[src/rtl/ififo_pkg.sv]
package ififo_pkg;
  localparam int REG_W      = 32;
  localparam int REG_SEL_W  = 2;
  localparam int BYTE_W     = 8;

  typedef enum logic [REG_SEL_W-1:0] {
    SEL_TXDATA = 2'd0,
    SEL_RXDATA = 2'd1,
    SEL_CTRL   = 2'd2,
    SEL_STATUS = 2'd3
  } reg_sel_e;

  localparam int CTRL_IGN_BIT  = 0;
  localparam int CTRL_RXFL_BIT = 1;
  localparam int CTRL_TXFL_BIT = 2;

  localparam int ST_NACK_BIT   = 1;
  localparam int ST_RXNE_BIT   = 2;
  localparam int ST_TXFULL_BIT = 5;
  localparam int ST_RXLVL_LSB  = 8;
  localparam int ST_TXLVL_LSB  = 16;
  localparam int ST_LVL_W      = 8;
endpackage

[src/rtl/ififo_rst_sync.sv]
module ififo_rst_sync #(
  parameter int STAGES = 2
) (
  input  logic clk,
  input  logic rst_n,
  output logic rst_sync_n
);
  logic [STAGES-1:0] chain_q;

  always_ff @(posedge clk or negedge rst_n) begin
    if (!rst_n) chain_q <= '0;
    else        chain_q <= {chain_q[STAGES-2:0], 1'b1};
  end

  assign rst_sync_n = chain_q[STAGES-1];
endmodule

[src/rtl/ififo_byte_queue.sv]
// Circular byte store; DEPTH must be a power of two.
module ififo_byte_queue #(
  parameter int DEPTH = 16,
  parameter int WIDTH = 8,
  localparam int AW    = (DEPTH > 1) ? $clog2(DEPTH) : 1,
  localparam int PW    = AW + 1
) (
  input  logic             clk,
  input  logic             rst_n,
  input  logic             flush,
  input  logic             push,
  input  logic [WIDTH-1:0] push_data,
  input  logic             pop,
  output logic [WIDTH-1:0] head,
  output logic [PW-1:0]    level,
  output logic             full,
  output logic             empty
);
  localparam logic [PW-1:0] FULL_LVL = PW'(DEPTH);

  logic [PW-1:0]    wptr_q, wptr_d, rptr_q, rptr_d;
  logic [WIDTH-1:0] mem_q [DEPTH];
  logic             do_push, do_pop;

  assign level = wptr_q - rptr_q;
  assign full  = (level == FULL_LVL);
  assign empty = (level == '0);

  assign do_push = push && !full  && !flush;
  assign do_pop  = pop  && !empty && !flush;

  always_comb begin
    wptr_d = wptr_q;
    rptr_d = rptr_q;
    if (flush) begin
      wptr_d = '0;
      rptr_d = '0;
    end else begin
      if (do_push) wptr_d = wptr_q + PW'(1);
      if (do_pop)  rptr_d = rptr_q + PW'(1);
    end
  end

  always_ff @(posedge clk or negedge rst_n) begin
    if (!rst_n) begin
      wptr_q <= '0;
      rptr_q <= '0;
    end else begin
      wptr_q <= wptr_d;
      rptr_q <= rptr_d;
    end
  end

  always_ff @(posedge clk) begin
    if (do_push) mem_q[wptr_q[AW-1:0]] <= push_data;
  end

  assign head = empty ? '0 : mem_q[rptr_q[AW-1:0]];
endmodule

[src/rtl/ififo_flush_seq.sv]
// Holds a queue in flush for HOLD cycles after a request (HOLD >= 1).
module ififo_flush_seq #(
  parameter int HOLD = 4,
  localparam int CW   = (HOLD > 1) ? $clog2(HOLD) : 1
) (
  input  logic clk,
  input  logic rst_n,
  input  logic start,
  input  logic drained,
  output logic busy
);
  logic          busy_q, busy_d;
  logic [CW-1:0] cnt_q, cnt_d;

  always_comb begin
    busy_d = busy_q;
    cnt_d  = cnt_q;
    if (start) begin
      busy_d = 1'b1;
      cnt_d  = CW'(HOLD - 1);
    end else if (busy_q) begin
      if (cnt_q == '0) begin
        if (drained) busy_d = 1'b0;
      end else begin
        cnt_d = cnt_q - CW'(1);
      end
    end
  end

  always_ff @(posedge clk or negedge rst_n) begin
    if (!rst_n) begin
      busy_q <= 1'b0;
      cnt_q  <= '0;
    end else begin
      busy_q <= busy_d;
      cnt_q  <= cnt_d;
    end
  end

  assign busy = busy_q;
endmodule

[src/rtl/i2c_fifo_front.sv]
module i2c_fifo_front
  import ififo_pkg::*;
#(
  parameter int DEPTH        = 16,
  parameter int FLUSH_CYCLES = 4
) (
  input  logic                 clk,
  input  logic                 rst_n,
  input  logic                 reg_wr,
  input  logic                 reg_rd,
  input  logic [REG_SEL_W-1:0] reg_addr,
  input  logic [BYTE_W-1:0]    reg_wdata,
  output logic [REG_W-1:0]     reg_rdata,
  input  logic                 eng_tx_pop,
  output logic [BYTE_W-1:0]    eng_tx_byte,
  output logic                 eng_tx_ready,
  input  logic                 eng_rx_push,
  input  logic [BYTE_W-1:0]    eng_rx_byte,
  output logic                 eng_rx_room,
  input  logic                 eng_nack,
  output logic                 eng_nack_ignore,
  output logic                 eng_nack_abort
);
  localparam int LVL_W = ((DEPTH > 1) ? $clog2(DEPTH) : 1) + 1;

  logic rst_q_n;

  ififo_rst_sync #(.STAGES(2)) u_rst (
    .clk        (clk),
    .rst_n      (rst_n),
    .rst_sync_n (rst_q_n)
  );

  // register decode
  logic wr_tx, rd_rx, wr_ctrl, wr_st;
  assign wr_tx   = reg_wr && (reg_addr == SEL_TXDATA);
  assign rd_rx   = reg_rd && (reg_addr == SEL_RXDATA);
  assign wr_ctrl = reg_wr && (reg_addr == SEL_CTRL);
  assign wr_st   = reg_wr && (reg_addr == SEL_STATUS);

  logic tx_go, rx_go;
  assign tx_go = wr_ctrl && reg_wdata[CTRL_TXFL_BIT];
  assign rx_go = wr_ctrl && reg_wdata[CTRL_RXFL_BIT];

  // queues and flush sequencers
  logic [BYTE_W-1:0] tx_head, rx_head;
  logic [LVL_W-1:0]  tx_level, rx_level;
  logic              tx_full, tx_empty, rx_full, rx_empty;
  logic              tx_busy, rx_busy;

  ififo_flush_seq #(.HOLD(FLUSH_CYCLES)) u_tx_flush (
    .clk     (clk),
    .rst_n   (rst_q_n),
    .start   (tx_go),
    .drained (tx_empty),
    .busy    (tx_busy)
  );

  ififo_flush_seq #(.HOLD(FLUSH_CYCLES)) u_rx_flush (
    .clk     (clk),
    .rst_n   (rst_q_n),
    .start   (rx_go),
    .drained (rx_empty),
    .busy    (rx_busy)
  );

  ififo_byte_queue #(.DEPTH(DEPTH), .WIDTH(BYTE_W)) u_txq (
    .clk       (clk),
    .rst_n     (rst_q_n),
    .flush     (tx_go || tx_busy),
    .push      (wr_tx),
    .push_data (reg_wdata),
    .pop       (eng_tx_pop),
    .head      (tx_head),
    .level     (tx_level),
    .full      (tx_full),
    .empty     (tx_empty)
  );

  ififo_byte_queue #(.DEPTH(DEPTH), .WIDTH(BYTE_W)) u_rxq (
    .clk       (clk),
    .rst_n     (rst_q_n),
    .flush     (rx_go || rx_busy),
    .push      (eng_rx_push),
    .push_data (eng_rx_byte),
    .pop       (rd_rx),
    .head      (rx_head),
    .level     (rx_level),
    .full      (rx_full),
    .empty     (rx_empty)
  );

  // policy and sticky error
  logic ign_q, ign_d, nack_q, nack_d, nack_set, nack_clr;

  assign nack_set = eng_nack && !ign_q;
  assign nack_clr = wr_st && reg_wdata[ST_NACK_BIT];

  always_comb begin
    ign_d  = wr_ctrl ? reg_wdata[CTRL_IGN_BIT] : ign_q;
    nack_d = nack_set || (nack_q && !nack_clr);
  end

  always_ff @(posedge clk or negedge rst_q_n) begin
    if (!rst_q_n) begin
      ign_q  <= 1'b0;
      nack_q <= 1'b0;
    end else begin
      ign_q  <= ign_d;
      nack_q <= nack_d;
    end
  end

  // read side
  logic [REG_W-1:0] stat_word, ctrl_word;

  always_comb begin
    stat_word = '0;
    stat_word[ST_NACK_BIT]   = nack_q;
    stat_word[ST_RXNE_BIT]   = !rx_empty;
    stat_word[ST_TXFULL_BIT] = tx_full;
    stat_word[ST_RXLVL_LSB +: ST_LVL_W] = ST_LVL_W'(rx_level);
    stat_word[ST_TXLVL_LSB +: ST_LVL_W] = ST_LVL_W'(tx_level);
    ctrl_word = '0;
    ctrl_word[CTRL_IGN_BIT]  = ign_q;
    ctrl_word[CTRL_RXFL_BIT] = rx_busy;
    ctrl_word[CTRL_TXFL_BIT] = tx_busy;
  end

  always_comb begin
    case (reg_addr)
      SEL_RXDATA: reg_rdata = {{(REG_W-BYTE_W){1'b0}}, rx_head};
      SEL_CTRL:   reg_rdata = ctrl_word;
      SEL_STATUS: reg_rdata = stat_word;
      default:    reg_rdata = '0;
    endcase
  end

  assign eng_tx_byte     = tx_head;
  assign eng_tx_ready    = !tx_empty && !tx_busy;
  assign eng_rx_room     = !rx_full && !rx_busy;
  assign eng_nack_ignore = ign_q;
  assign eng_nack_abort  = nack_set;
endmodule

[config.mk]
export PLATFORM = sky130hd
export DESIGN_NAME = i2c_fifo_front
export DESIGN_NICKNAME = d
export VERILOG_FILES = /design/src/rtl/ififo_pkg.sv /design/src/rtl/ififo_rst_sync.sv /design/src/rtl/ififo_byte_queue.sv /design/src/rtl/ififo_flush_seq.sv /design/src/rtl/i2c_fifo_front.sv
export SDC_FILE = /design/constraint.sdc
export NUM_CORES = 1
export LEC_CHECK = 0
export ABC_AREA = 1
export BUFFER_PORTS_ARGS = -buffer_cell sky130_fd_sc_hd__buf_2
export CORE_UTILIZATION = 45
export DETAILED_ROUTE_END_ITERATION = 12
export GPL_TIMING_DRIVEN = 1
export PLACE_DENSITY = 0.7
export RECOVER_POWER = 50
export SYNTH_ARGS = -nofsm -noshare
export SYNTH_HDL_FRONTEND = slang
export SYNTH_SLANG_ARGS = --single-unit
[constraint.sdc]
create_clock -name clk -period 5.63 [get_ports clk]
set_clock_uncertainty 0.1 [all_clocks]
set_input_delay 0.563 -clock clk [delete_from_list [all_inputs] [get_ports clk]]
set_output_delay 0.563 -clock clk [all_outputs]
set_load 0.05 [all_outputs]
==> out/results.txt <==
Seq cells post-synth: 286
Final Util: 50.7%
HPWL after DPL: 18500 um
GR Util met2: 31.1%
Residual DRC: 0
Sequential share of the synthesized area: 65.5%
Area Overhead vs Synth: 10.1%
Drt initial violations: 990
First-pass GRT wire length: 46500 um
Combinational power share: 21.2%
CP Class: reg -> out
Layout cells sized above 1: 8.79%
Final setup fails: 0
Final nets: 1288
Area of the core: 28000 um^2
Die Height: 171 um
Met1 global-route usage: 31.7%
Ys Warns: 0
Worst hold start: eng_nack
H-tree depth: 1
Slew HR: -5.10%
Clock Latency Late Sink: 550 ps
Worst slew pin tran: 1580 ps
Leakage dissipation: 5.43 nW
Initial antenna violation count: 0
Final hold vios: 0
Routed Antenna Nets: 0
Reg power frac: 44.8%
Routability Congestion: 0.865
Clock power frac: 34.0%
Vias: 8836
Worst IR drop on VDD: 0.272 mV
Worst hold path class: in -> reg
Setup TNS: 0 ps
Max-capacitance violation count: 1
Setup repair bufs after CTS: 0
Die area: 29300 um^2
Status: finished with violations
Port Buf Inserts: 54
Net Sw Frac: 31.4%
I/O Pins: 69
Critical Path Fanout Max: 19
Worst Path Required: 4970 ps
Netlist cell types: 35
Unrepaired setup endpoints after global routing: false
Critical R2R Capture: u_rxq.mem_q[0][6]
Die Span X: 171 um
CTS Buffer Depth: 3
CTS tree: built
Mapped Area: 12900 um^2
Critical Path End Type: primary output
Root Driver: clkbuf_16
Antenna fix cells: 0
Final slew viol count: 29
Total track usage: 20.9%
R2r startpoint: u_rxq.rptr_q[2]
Post-cts sizing count: 0
Power Dens Cells: 383 nW/um^2
Routed wire per std cell: 18.1 um
Total Routed Length: 29700 um
Violations in the final reports: capacitance limit, slew limit
Reg2reg setup slack: 1350 ps
Highest Clock Rate: 211 MHz
Largest net degree at the start of global routing: 67
Synth Instances: 1208
CP Launch Type: flop
Total clock sinks: 286
Grt ovf: 0
Hold depth: 3
Fin crit period: 4750 ps
Initial Util: 46.0%
Std-Cell Rows: 61
Vias per cell: 5.38
Cell Int Power: 3.73 mW
Fin crit share: 84.3%
Synthesized area per cell: 10.7 um^2
Busiest grt layer: met1
P_sw: 1.71 mW
Clock slew at reported path FFs: 60 ps
Hold Path End: nack_q
Met3 Resource Use GR: 3.01%
Number of CTS-inserted buffers: 29
Pre-antenna DRT Iters: 5
Reg2reg path depth: 9
Vias in the first global route: 8268
Crit path DAT: 4080 ps
-- flip-flops by register name, summed over array words and instances, names as in the netlist --
| name | cells |
|---|---|
| u_rxq.mem_q | 128 |
| u_txq.mem_q | 128 |
| u_rxq.rptr_q | 5 |
| u_rxq.wptr_q | 5 |
| u_txq.rptr_q | 5 |
| u_txq.wptr_q | 5 |
| u_rst.chain_q | 2 |
| u_rx_flush.cnt_q | 2 |
| u_tx_flush.cnt_q | 2 |
| eng_nack_ignore | 1 |
| nack_q | 1 |
| u_rx_flush.busy | 1 |
| u_tx_flush.busy | 1 |
-- synth_stat cells, drive strengths merged --
cell,n,area share [%]
and2b,1,0.058
nand4,24,1.2
a21oi,6,0.23
xnor2,3,0.20
ha,20,1.9
nor3,2,0.12
nand3,256,10
or2,1,0.049
a31oi,1,0.049
dfrtp,30,5.8
o21bai,1,0.058
o211ai,3,0.17
clkbuf,9,0.26
buf,64,3.0
conb,2,0.058
nand2,368,11
edfxtp,256,60
clkinv,3,0.087
nor3b,1,0.097
mux2,1,0.087
nor2,82,2.6
inv,49,1.4
xor2,12,0.82
fa,2,0.31
o21ai,11,0.43
-- area by class of cell --
class | count | area [um^2]
multi-input combinational | 810 | 3870
inverter | 52 | 195
fill | 2472 | 13800
sequential | 286 | 8440
tap | 378 | 473
clock buffer | 35 | 748
timing repair buffer | 62 | 304
clock inverter | 18 | 159
-- metrics by stage --
step	total power, mW	std cells	area, um^2	worst slack (ps)	hold WS, ps
after floorplan	3.36	1221	12900	2120	167
after global placement	3.61	1587	13300	1570	154
after detailed placement	3.63	1587	13300	1500	156
after CTS	5.46	1641	14200	895	160
after global routing	5.67	1641	14200	659	192
final	5.44	1641	14200	884	173
-- critical path, stage by stage (launching register included) --
cell      delay (ps)
dfrtp_1          790
clkinv_1         720
ha_1             550
or2_1            240
nand2_1           70
nand2_1           60
nand2_2          130
nand3_2          200
inv_1            400
nor2_1           130
buf_2            240
-- power groups by stage --
stage	Clock [mW]	Sequential, mW	Combinational, mW
final	1.85	2.44	1.15
after floorplan	0	2.46	0.896
after detailed placement	0	2.48	1.15
after global placement	0	2.48	1.13
after global routing	1.95	2.44	1.27
after CTS	1.87	2.44	1.16
-- kinds of logic after synthesis --
| kind of cell | after synthesis | synth area share [%] |
|---|---|---|
| xor gates and xnor gates | 15 | 1.02 |
| buffers and inverters | 125 | 4.75 |
| and+or+nand+nor | 735 | 25.4 |
| adders and majority gates | 22 | 2.25 |
| AOI/OAI and AO/OA | 22 | 0.942 |
| muxes | 1 | 0.0874 |
| DFF | 286 | 65.5 |
| other | 2 | 0.0583 |
-- cells in the final DEF, fill, tap and decap left out, types with 11 or more instances in the layout --
cell type  count
nand3_1      251
dfrtp_1       29
conb_1        15
inv_1         44
edfxtp_1     256
clkinv_1      13
nand4_1       24
nor2_1        70
buf_2         34
nand2_1      360
nor2_2        12
clkbuf_1      27
clkbuf_16     29
xor2_1        12
ha_1          20
o21ai_0       11
-- metal layers --
layer / vias to the layer above / wire length (um)
met5: - / 0
met4: 0 / 682
met3: 48 / 2380
met2: 355 / 13200
met1: 4233 / 13500
li1: 4200 / -
-- how the worst max path moves through the flow --
| stage | startpoint | endpoint | slack, ps | cells past startpoint |
|---|---|---|---|---|
| global route | u_txq.rptr_q[2] | eng_tx_byte[2] | 660 | 10 |
| detailed placement | u_txq.rptr_q[2] | eng_tx_byte[2] | 1500 | 10 |
| CTS | u_txq.rptr_q[2] | eng_tx_byte[2] | 890 | 10 |
| global placement | u_txq.rptr_q[2] | eng_tx_byte[2] | 1570 | 10 |
| finish | u_txq.rptr_q[2] | eng_tx_byte[2] | 880 | 10 |
| floorplan | u_rxq.rptr_q[1] | reg_rdata[0] | 2120 | 11 |
-- timing repair --
item / CTS / global route
hold buffers: 1 / 0
endpoints found under the setup margin: 0 / 0
endpoints found under the hold margin: 2 / 0
Note: power is estimated with default switching activity, not from simulation.
